`config.mk`:
```
export PLATFORM = sky130hd
export DESIGN_NAME = stsn_codec
export DESIGN_NICKNAME = d
export VERILOG_FILES = /design/src/rtl/stsn_pkg.sv /design/src/rtl/stsn_cand_level.sv /design/src/rtl/stsn_pick.sv /design/src/rtl/stsn_decoder.sv /design/src/rtl/stsn_codec.sv
export SDC_FILE = /design/constraint.sdc
export NUM_CORES = 1
export LEC_CHECK = 0
export ABC_AREA = 1
export BUFFER_PORTS_ARGS = -buffer_cell sky130_fd_sc_hd__buf_2
export CAP_MARGIN = 5
export CORE_MARGIN = 3
export CORE_UTILIZATION = 54
export DETAILED_ROUTE_END_ITERATION = 10
export GPL_TIMING_DRIVEN = 0
export PLACE_DENSITY = 0.77
export SETUP_SLACK_MARGIN = 0.5
export SLEW_MARGIN = 20
export SYNTH_ARGS = -nofsm -noshare
export SYNTH_HDL_FRONTEND = slang
export SYNTH_HIERARCHICAL = 1
export SYNTH_SLANG_ARGS = --single-unit
```
`constraint.sdc`:
```
create_clock -name clk -period 8.1 [get_ports clk]
set_input_delay 0.405 -clock clk [delete_from_list [all_inputs] [get_ports clk]]
set_output_delay 0.405 -clock clk [all_outputs]
set_load 0.02 [all_outputs]
```
`src/rtl/stsn_pkg.sv`:
```
package stsn_pkg;
    localparam int SEL_W    = 2;
    localparam int NUM_SYM  = 4;
    localparam int NODES_DEF = 16;

    typedef logic [SEL_W-1:0] sym_sel_t;

    // width of the tree-level field for a given node count
    function automatic int lvl_width(input int nodes);
        return $clog2($clog2(nodes) + 1);
    endfunction
endpackage

```
`src/rtl/stsn_cand_level.sv`:
```
// Minimal covering level for one symmetric candidate base.
module stsn_cand_level #(
    parameter int NODES = 16,
    parameter int SEL   = 0,
    localparam int IDW  = $clog2(NODES),
    localparam int LVW  = stsn_pkg::lvl_width(NODES)
) (
    input  logic [IDW-1:0]   home_i,
    input  logic [NODES-1:0] sharers_i,
    output logic [LVW-1:0]   level_o
);
    logic [IDW-1:0] base;
    logic [IDW-1:0] diff;

    assign base = home_i ^ (IDW'(SEL) << (IDW - 2));

    always_comb begin
        level_o = '0;
        diff    = '0;
        for (int j = 0; j < NODES; j++) begin
            if (sharers_i[j]) begin
                diff = IDW'(j) ^ base;
                for (int b = 0; b < IDW; b++) begin
                    if (diff[b] && (LVW'(b + 1) > level_o))
                        level_o = LVW'(b + 1);
                end
            end
        end
    end
endmodule

```
`src/rtl/stsn_pick.sv`:
```
// Chooses the smallest level among the candidates; a tie keeps the lower selector.
module stsn_pick #(
    parameter int LVW = 3
) (
    input  logic [LVW-1:0]        lvls_i [stsn_pkg::NUM_SYM],
    output logic [LVW-1:0]        level_o,
    output stsn_pkg::sym_sel_t    sel_o
);
    always_comb begin
        level_o = lvls_i[0];
        sel_o   = '0;
        for (int s = 1; s < stsn_pkg::NUM_SYM; s++) begin
            if (lvls_i[s] < level_o) begin
                level_o = lvls_i[s];
                sel_o   = stsn_pkg::sym_sel_t'(s);
            end
        end
    end
endmodule

```
`src/rtl/stsn_decoder.sv`:
```
// Expands home, level and selector into a destination mask.
module stsn_decoder #(
    parameter int NODES = 16,
    localparam int IDW  = $clog2(NODES),
    localparam int LVW  = stsn_pkg::lvl_width(NODES)
) (
    input  logic [IDW-1:0]        home_i,
    input  logic [LVW-1:0]        level_i,
    input  stsn_pkg::sym_sel_t    sel_i,
    output logic [NODES-1:0]      mask_o
);
    logic [IDW-1:0] base;

    assign base = home_i ^ (IDW'(sel_i) << (IDW - 2));

    for (genvar j = 0; j < NODES; j++) begin : g_node
        assign mask_o[j] = ((IDW'(j) ^ base) >> level_i) == '0;
    end


    always_comb begin
        if (int'(level_i) <= IDW)
            mask_size_chk: assert ($countones(mask_o) == (1 << level_i));
    end
endmodule

```
`src/rtl/stsn_codec.sv`:
```
module stsn_codec #(
    parameter int NODES = stsn_pkg::NODES_DEF,
    localparam int IDW  = $clog2(NODES),
    localparam int LVW  = stsn_pkg::lvl_width(NODES)
) (
    input  logic              clk,
    input  logic              rst,
    input  logic              enc_valid_i,
    input  logic [IDW-1:0]    enc_home_i,
    input  logic [NODES-1:0]  enc_sharers_i,
    output logic              enc_valid_o,
    output logic [LVW-1:0]    enc_level_o,
    output logic [1:0]        enc_sel_o,
    input  logic [IDW-1:0]    dec_home_i,
    input  logic [LVW-1:0]    dec_level_i,
    input  logic [1:0]        dec_sel_i,
    output logic [NODES-1:0]  dec_mask_o
);
    import stsn_pkg::*;

    typedef struct packed {
        logic [LVW-1:0] level;
        sym_sel_t       sel;
    } code_t;

    logic [LVW-1:0] cand_lvl [NUM_SYM];
    code_t          nxt_code, code_q;
    logic           valid_q;

    for (genvar s = 0; s < NUM_SYM; s++) begin : g_cand
        stsn_cand_level #(.NODES(NODES), .SEL(s)) u_cand (
            .home_i    (enc_home_i),
            .sharers_i (enc_sharers_i),
            .level_o   (cand_lvl[s])
        );
    end

    stsn_pick #(.LVW(LVW)) u_pick (
        .lvls_i  (cand_lvl),
        .level_o (nxt_code.level),
        .sel_o   (nxt_code.sel)
    );

    always_ff @(posedge clk) begin
        if (rst) begin
            valid_q <= 1'b0;
            code_q  <= '0;
        end else begin
            valid_q <= enc_valid_i;
            if (enc_valid_i)
                code_q <= nxt_code;
        end
    end

    assign enc_valid_o = valid_q;
    assign enc_level_o = code_q.level;
    assign enc_sel_o   = code_q.sel;

    stsn_decoder #(.NODES(NODES)) u_dec (
        .home_i  (dec_home_i),
        .level_i (dec_level_i),
        .sel_i   (dec_sel_i),
        .mask_o  (dec_mask_o)
    );


    valid_follow_chk: assert property (@(posedge clk) disable iff (rst)
        enc_valid_i |=> enc_valid_o);

    valid_quiet_chk: assert property (@(posedge clk) disable iff (rst)
        !enc_valid_i |=> !enc_valid_o);

    hold_code_chk: assert property (@(posedge clk) disable iff (rst)
        !enc_valid_i |=> ($stable(enc_level_o) && $stable(enc_sel_o)));

    empty_code_chk: assert property (@(posedge clk) disable iff (rst)
        (enc_valid_i && enc_sharers_i == '0) |=> (enc_level_o == '0 && enc_sel_o == '0));

    level_range_chk: assert property (@(posedge clk) disable iff (rst)
        int'(enc_level_o) <= IDW);
endmodule

```
==> metrics.txt, run 1 <==
# TYPE chip_impl_metric gauge
chip_impl_info{name="status",value="finished clean"} 1
chip_impl_metric{name="final_antenna_net_count",unit=""} 0
chip_impl_metric{name="finClkSkew",unit="ps"} 0
chip_impl_info{name="worst_r2r_startpoint",value="enc_level_o[1]"} 1
chip_impl_metric{name="avgViaCountPerCell",unit=""} 5.24
chip_impl_metric{name="async_reset_ff_share",unit="%"} 0
chip_impl_info{name="ctsRootBufferMaster",value="clkbuf_16"} 1
chip_impl_info{name="r2r_endpoint",value="enc_level_o[1]"} 1
chip_impl_metric{name="antenna_found_initial",unit=""} 0
chip_impl_metric{name="final_period_minus_worst_setup_slack",unit="ps"} 7450
chip_impl_metric{name="totalWireLength",unit="µm"} 19900
chip_impl_metric{name="layoutNonFillerInstCount",unit=""} 1675
chip_impl_info{name="hold_path.class",value="in2reg"} 1
chip_impl_info{name="slowest_stage_cell_cp",value="ha_1"} 1
chip_impl_metric{name="hpwlAfterDp",unit="µm"} 14600
chip_impl_metric{name="design.core.area",unit="µm²"} 12300
chip_impl_metric{name="routed-via-count",unit=""} 8780
chip_impl_metric{name="area_growth",unit="%"} 15.7
chip_impl_metric{name="std_cell_rows",unit=""} 40
chip_impl_metric{name="critical_path.max_stage_delay",unit="ps"} 290
chip_impl_metric{name="sequential_fraction_of_the_synthesis_area",unit="%"} 1.73
chip_impl_metric{name="die-width",unit="µm"} 119
chip_impl_metric{name="post-place-cells",unit=""} 1640
chip_impl_metric{name="reg2reg_depth",unit=""} 2
chip_impl_metric{name="totalNegativeSetupSlack",unit="ps"} 0
chip_impl_metric{name="finalWeightedCongestion",unit=""} 0.921
chip_impl_metric{name="vertical_die_dimension",unit="µm"} 119
chip_impl_metric{name="irDropWorstVdd",unit="V"} 0.0000856
chip_impl_metric{name="arrival",unit="ps"} 7610
chip_impl_info{name="most_instantiated_cells_after_synthesis",value="nand2_1, inv_1, nor2_1"} 1
chip_impl_metric{name="ioPinCount",unit=""} 54
chip_impl_metric{name="postSynthAreaPerCell",unit="µm²"} 4.87
chip_impl_info{name="worst_setup_path_startpoint",value="enc_home_i[2]"} 1
chip_impl_metric{name="clock_power_share",unit="%"} 8.5
chip_impl_metric{name="cts_buffers",unit=""} 3
chip_impl_metric{name="synth-compound-area-share",unit="%"} 15.2
chip_impl_metric{name="grt_start_max_net_pins",unit=""} 19
chip_impl_metric{name="setup_violations",unit=""} 0
chip_impl_metric{name="fp.dieArea",unit="µm²"} 14200
chip_impl_info{name="cell_occurring_most_often_along_the_worst_timing_path",value="nand2_2"} 1
chip_impl_info{name="worst_setup_path_start_kind",value="primary input"} 1
chip_impl_metric{name="post_drt_wl_per_cell",unit="µm"} 11.9
chip_impl_metric{name="clock_insertion_delay_worst_skew",unit="ps"} 220
chip_impl_metric{name="post_dp_cell_area",unit="µm²"} 7390
chip_impl_metric{name="synth.area.mux_share",unit="%"} 0
chip_impl_metric{name="io_buffer_count",unit=""} 50
chip_impl_metric{name="grt_first_pass_wirelength",unit="µm"} 32200
chip_impl_metric{name="cts_num_sinks",unit=""} 6
chip_impl_metric{name="post_synth_inst_count",unit=""} 1422
chip_impl_info{name="tritoncts",value="built"} 1
chip_impl_info{name="rsz0062_at_grt",value="true"} 1
chip_impl_metric{name="grt-ovfl-total",unit=""} 0
chip_impl_metric{name="synth_edf_count",unit=""} 0
chip_impl_metric{name="max_freq",unit="MHz"} 134
chip_impl_metric{name="worst-slew-pin-transition",unit="ps"} 510
chip_impl_metric{name="ys_types",unit=""} 50
chip_impl_metric{name="yosys.area_share.xor_xnor",unit="%"} 0
chip_impl_metric{name="fillerInstances",unit=""} 1200
chip_impl_metric{name="final_net_count",unit=""} 1549
chip_impl_metric{name="dr.pass1.iters",unit=""} 8
chip_impl_info{name="setup_crit_end_kind",value="flop"} 1
chip_impl_metric{name="powerDensity",unit="nW/µm²"} 115
chip_impl_metric{name="power_switching_share",unit="%"} 56.9
chip_impl_metric{name="synthAdderAreaFrac",unit="%"} 1.44
chip_impl_metric{name="ctsHoldBuffers",unit=""} 0
chip_impl_metric{name="psw",unit="µW"} 523
chip_impl_metric{name="antenna_cells_inserted",unit=""} 0
chip_impl_metric{name="grt_pass1_vias",unit=""} 7478
chip_impl_metric{name="initial_utilization",unit="%"} 56.5
chip_impl_metric{name="design_area",unit="µm²"} 8020
chip_impl_metric{name="cts_max_level",unit=""} 1
chip_impl_metric{name="clock_transition_at_path_regs",unit="ps"} 30
chip_impl_info{name="critical_path.endpoint",value="enc_level_o[1]"} 1
chip_impl_info{name="post-synth-top-count-cell",value="nand2_1"} 1
chip_impl_metric{name="p_seq_share",unit="%"} 4.2
chip_impl_metric{name="drv_slew",unit=""} 0
chip_impl_metric{name="synthesis.nets",unit=""} 1462
chip_impl_metric{name="crit_fanout",unit=""} 6
chip_impl_metric{name="route.detailed.drc",unit=""} 0
chip_impl_info{name="dominantRegCellSynth",value="dfxtp_1"} 1
chip_impl_metric{name="synthSimpleGateAreaFrac",unit="%"} 64.4
chip_impl_info{name="netlist.top_cell.by_area",value="nand2_1"} 1
chip_impl_metric{name="drt-initial-drc-count",unit=""} 558
chip_impl_metric{name="timing.critical_path.required",unit="ps"} 8260
chip_impl_metric{name="overall_fraction_of_global_route_tracks_in_use",unit="%"} 25.7
chip_impl_info{name="hold_start",value="rst"} 1
chip_impl_metric{name="syn-cell-area",unit="µm²"} 6930
chip_impl_metric{name="pwr-share-comb",unit="%"} 87.3
chip_impl_metric{name="synth_top_cell_area_share",unit="%"} 32.4
chip_impl_metric{name="synth.yosys.warnings",unit=""} 6
chip_impl_metric{name="timing.max_slew.rel_slack",unit="%"} 65.6
chip_impl_metric{name="finalHoldViolations",unit=""} 0
chip_impl_metric{name="final.period_utilization",unit="%"} 92.0
chip_impl_metric{name="cts_max_path_buffers",unit=""} 2
chip_impl_info{name="synth_top_family_by_area",value="simple AND/OR/NAND/NOR gates"} 1
chip_impl_info{name="yosys-top-cells-area",value="nand2_1, inv_1, nand2_2"} 1
chip_impl_metric{name="total_power",unit="µW"} 920
chip_impl_metric{name="fin_hold_ws",unit="ps"} 357
chip_impl_metric{name="drive_gt1_share",unit="%"} 25.5
chip_impl_metric{name="synth.ff_latch_count",unit=""} 6
chip_impl_metric{name="static-leakage-power",unit="µW"} 0.00467
chip_impl_metric{name="r2r_setup_slack",unit="ps"} 7500
chip_impl_metric{name="cap_violations",unit=""} 0
chip_impl_metric{name="internal_power",unit="µW"} 397
chip_impl_info{name="critPathKind",value="in2reg"} 1
## sequential cells by signal, summed over array words and instances, names as in the netlist
register and flops:
enc_level_o 3, enc_sel_o 2, enc_valid_o 1
## how the worst min path moves through the flow
| stage | to | slack (ps) | cells after the start |
|---|---|---|---|
| 2_1_floorplan | enc_valid_o | 480 | 1 |
| 3_3_place_gp | enc_level_o[0] | 460 | 2 |
| 3_5_place_dp | enc_level_o[1] | 470 | 2 |
| 4_1_cts | enc_valid_o | 350 | 2 |
| 5_1_grt | enc_valid_o | 370 | 2 |
| 6_report | enc_valid_o | 360 | 2 |
## layout by cell type (no fill, tap or decap), drive strengths merged
cell type,synthesis,layout
a211oi,1,1
a21boi,1,1
a21o,1,1
a21oi,73,73
a22o,2,2
a31oi,5,5
and2,1,1
buf,26,108
clkbuf,6,9
clkinv,1,1
dfxtp,6,6
ha,8,8
inv,218,218
nand2,690,690
nand3,110,110
nand3b,4,4
nand4,26,26
nor2,156,156
nor3,9,9
o211ai,10,10
o21a,3,3
o21ai,58,58
o21bai,2,2
o22ai,1,1
o31ai,1,1
or2,3,3
## critical path, delay by kind of cell
kind	cells	cell delay, ps
AOI/OAI and AO/OA	14	1830
buffers and inverters	13	890
and+or+nand+nor	47	3680
adders and majority gates	3	810
## metal layers
metal | global-route usage, % | part of all wire [%] | vias up
li1 | - | - | 4592
met1 | 33.2 | 45 | 3841
met2 | 45.5 | 46 | 286
met3 | 1.85 | 5.6 | 61
met4 | 7.73 | 3.4 | 0
met5 | 0 | 0 | -
## area by class of cell
type                            count  area (µm²)  area share (%)
Buffer                             32         342            4.26
Clock buffer                        3        75.1           0.936
Inverter                          219         867            10.8
Multi-Input combinational cell   1165        5860            73.1
Sequential cell                     6         120            1.50
Tap cell                          168         210            2.62
Timing Repair Buffer               82         547            6.82
## repair_timing
action / in CTS / in global routing
resized for setup: 0 / 92
endpoints found under the setup margin: 0 / 5
buffers inserted: 0 / 32
hold endpoints to repair: 0 / 0
## cell families after synthesis
kind of cell | after synthesis
and+or+nand+nor | 999
buffers and inverters | 251
AOI/OAI and AO/OA | 158
adders and majority gates | 8
DFF | 6
## through the flow
step | setup WS (ps) | util [%]
CTS | 805 | 60.9
global route | 45.3 | 65.4
global placement | 730 | 60.3
floorplan | 1700 | -
detailed placement | 622 | 60.3
finish | 645 | 65.4
## power groups by stage
| stage | Sequential (µW) | Clock (µW) | Combinational (µW) |
|---|---|---|---|
| 6_report | 38.6 | 78.4 | 803 |
| 3_5_place_dp | 38.7 | 0 | 661 |
| 2_1_floorplan | 45.9 | 0 | 525 |
| 3_3_place_gp | 38.3 | 0 | 651 |
| 4_1_cts | 38.5 | 78.7 | 665 |
| 5_1_grt | 39.2 | 82.9 | 897 |
(Power assumes the default switching activity.)
==> run 2: changes to the inputs <==
--- a/config.mk
+++ b/config.mk
@@ -10,6 +10,7 @@
 export CAP_MARGIN = 5
 export CORE_MARGIN = 3
 export CORE_UTILIZATION = 54
+export CTS_BUF_LIST = sky130_fd_sc_hd__clkbuf_8
 export DETAILED_ROUTE_END_ITERATION = 10
 export GPL_TIMING_DRIVEN = 0
 export PLACE_DENSITY = 0.77
==> metrics.txt, run 2 (same netlist as run 1, synthesis figures left out) <==
# TYPE chip_impl_metric gauge
chip_impl_info{name="setup_crit_end_kind",value="flop"} 1
chip_impl_metric{name="grt_start_max_net_pins",unit=""} 19
chip_impl_metric{name="arrival",unit="ps"} 7410
chip_impl_metric{name="final_period_minus_worst_setup_slack",unit="ps"} 7290
chip_impl_metric{name="io_buffer_count",unit=""} 50
chip_impl_metric{name="placement.setup.worst_slack",unit="ps"} 622
chip_impl_metric{name="totalWireLength",unit="µm"} 20000
chip_impl_metric{name="route.detailed.drc",unit=""} 0
chip_impl_info{name="hold_start",value="rst"} 1
chip_impl_metric{name="max_freq",unit="MHz"} 137
chip_impl_metric{name="total_power",unit="µW"} 878
chip_impl_metric{name="vertical_die_dimension",unit="µm"} 119
chip_impl_metric{name="finalHoldViolations",unit=""} 0
chip_impl_metric{name="grt-ovfl-total",unit=""} 0
chip_impl_metric{name="post_drt_wl_per_cell",unit="µm"} 12.0
chip_impl_metric{name="register_cell_area_after_layout",unit="µm²"} 120
chip_impl_metric{name="die-width",unit="µm"} 119
chip_impl_info{name="slowest_stage_cell_cp",value="ha_4"} 1
chip_impl_metric{name="final.setup.worst_slack",unit="ps"} 806
chip_impl_metric{name="static-leakage-power",unit="µW"} 0.00466
chip_impl_metric{name="antenna_cells_inserted",unit=""} 0
chip_impl_info{name="rsz0062_at_grt",value="true"} 1
chip_impl_metric{name="initial_utilization",unit="%"} 56.5
chip_impl_metric{name="overall_fraction_of_global_route_tracks_in_use",unit="%"} 25.6
chip_impl_info{name="hold_end",value="enc_valid_o"} 1
chip_impl_metric{name="timing.max_slew.rel_slack",unit="%"} 61.4
chip_impl_info{name="ctsRootBufferMaster",value="clkbuf_8"} 1
chip_impl_metric{name="final_util",unit="%"} 65.2
chip_impl_info{name="grt_most_used_layer",value="met2"} 1
chip_impl_metric{name="cap_violations",unit=""} 0
chip_impl_metric{name="finClkSkew",unit="ps"} 0
chip_impl_info{name="r2r_endpoint",value="enc_sel_o[0]"} 1
chip_impl_metric{name="grt_pass1_vias",unit=""} 7442
chip_impl_metric{name="critical_path.max_stage_delay",unit="ps"} 280
chip_impl_metric{name="timing.critical_path.required",unit="ps"} 8210
chip_impl_metric{name="cts_buffers",unit=""} 3
chip_impl_metric{name="area_growth",unit="%"} 15.3
chip_impl_info{name="cell_occurring_most_often_along_the_worst_timing_path",value="nand2_2"} 1
chip_impl_metric{name="powerDensity",unit="nW/µm²"} 110
chip_impl_metric{name="hpwlAfterDp",unit="µm"} 14600
chip_impl_metric{name="grtUsageMet1",unit="%"} 32.9
chip_impl_metric{name="final_net_count",unit=""} 1548
chip_impl_metric{name="grt_first_pass_wirelength",unit="µm"} 32000
chip_impl_metric{name="worst-slew-pin-transition",unit="ps"} 573
chip_impl_metric{name="reg2reg_depth",unit=""} 2
chip_impl_metric{name="drive_gt1_share",unit="%"} 25.8
chip_impl_metric{name="multiInputGateArea",unit="µm²"} 5860
chip_impl_info{name="worst_r2r_startpoint",value="enc_sel_o[0]"} 1
chip_impl_metric{name="std_cell_rows",unit=""} 40
chip_impl_info{name="status",value="finished clean"} 1
chip_impl_metric{name="ctsHoldBuffers",unit=""} 0
chip_impl_metric{name="routed-via-count",unit=""} 8745
chip_impl_metric{name="clock_insertion_delay_worst_skew",unit="ps"} 220
chip_impl_metric{name="antenna_found_initial",unit=""} 0
chip_impl_metric{name="fp.dieArea",unit="µm²"} 14200
chip_impl_metric{name="largest_register_ffs",unit=""} 3
chip_impl_metric{name="avgViaCountPerCell",unit=""} 5.22
chip_impl_info{name="layout_commonest_cell",value="nand2_1"} 1
chip_impl_metric{name="design.core.area",unit="µm²"} 12300
chip_impl_metric{name="clock_transition_at_path_regs",unit="ps"} 40
chip_impl_info{name="tritoncts",value="built"} 1
chip_impl_metric{name="irDropWorstVdd",unit="V"} 0.0000806
chip_impl_info{name="critPathKind",value="in2reg"} 1
chip_impl_metric{name="fillerInstances",unit=""} 1204
chip_impl_metric{name="fin_hold_ws",unit="ps"} 351
chip_impl_metric{name="drv_slew",unit=""} 0
chip_impl_info{name="worst_setup_path_start_kind",value="primary input"} 1
chip_impl_metric{name="finalWeightedCongestion",unit=""} 0.921
chip_impl_metric{name="final.period_utilization",unit="%"} 90.1
chip_impl_metric{name="r2r_setup_slack",unit="ps"} 7470
chip_impl_metric{name="use_met2",unit="%"} 45.2
chip_impl_metric{name="dr.pass1.iters",unit=""} 5
chip_impl_metric{name="cts_max_path_buffers",unit=""} 2
chip_impl_metric{name="whs_path_depth",unit=""} 2
chip_impl_metric{name="setup_violations",unit=""} 0
chip_impl_metric{name="drt-initial-drc-count",unit=""} 628
chip_impl_metric{name="ioPinCount",unit=""} 54
chip_impl_metric{name="final_antenna_net_count",unit=""} 0
chip_impl_metric{name="cts_num_sinks",unit=""} 6
chip_impl_metric{name="met3_usage",unit="%"} 1.99
chip_impl_metric{name="totalNegativeSetupSlack",unit="ps"} 0
chip_impl_info{name="most-common-layout-cells",value="nand2_1, inv_1, nor2_1"} 1
chip_impl_metric{name="cts_max_level",unit=""} 1
chip_impl_info{name="hold_path.class",value="in2reg"} 1
chip_impl_metric{name="crit_fanout",unit=""} 6
run 2: critical path: cells and delay by family:
family          cells  cell delay, ps
compound gates     14            1820
fa+ha+maj           3             790
buf+inv            14             990
simple gates       46            3380
run 2: metal layers:
| metal | share of wire [%] | routed length [µm] |
|---|---|---|
| met1 | 44 | 8790 |
| met4 | 3.7 | 739 |
| met2 | 46 | 9260 |
| met5 | 0 | 0 |
| met3 | 6.1 | 1230 |
run 2: where the power goes:
part           switching (µW)  internal, µW  total [µW]
logic                     500           295         795
registers                2.72          35.6        38.4
clock network            12.5          31.9        44.4
run 2: how the worst max path moves through the flow:
stage          slack (ps)        endpoint        startpoint  depth (start not counted)
6_report              810    enc_sel_o[1]     enc_home_i[2]                         77
3_5_place_dp          620  enc_level_o[0]  enc_sharers_i[0]                         73
4_1_cts               820  enc_level_o[1]  enc_sharers_i[0]                         73
5_1_grt               150  enc_level_o[0]     enc_home_i[3]                         94
3_3_place_gp          730  enc_level_o[0]  enc_sharers_i[0]                         73
2_1_floorplan        1700  enc_level_o[1]     enc_home_i[1]                         75
run 2: metrics by stage:
step / instance area [µm²] / cells
6_report: 8000 / 1674
3_3_place_gp: 7390 / 1640
4_1_cts: 7430 / 1643
5_1_grt: 8000 / 1674
3_5_place_dp: 7390 / 1640
2_1_floorplan: 6930 / 1422
run 2: area by class of cell:
type,instances,share of cell area (%)
plain buffers,32,4.37
clock buffers,3,0.516
inverters,219,10.8
multi-input cells,1165,73.3
flip-flops and latches,6,1.50
well taps,168,2.63
repair buffers,81,6.79
run 2: repair_timing:
item                                    4_1_cts  5_1_grt
setup buffers                                 0       31
gates resized for setup                       0       95
endpoints found under the setup margin        0        5
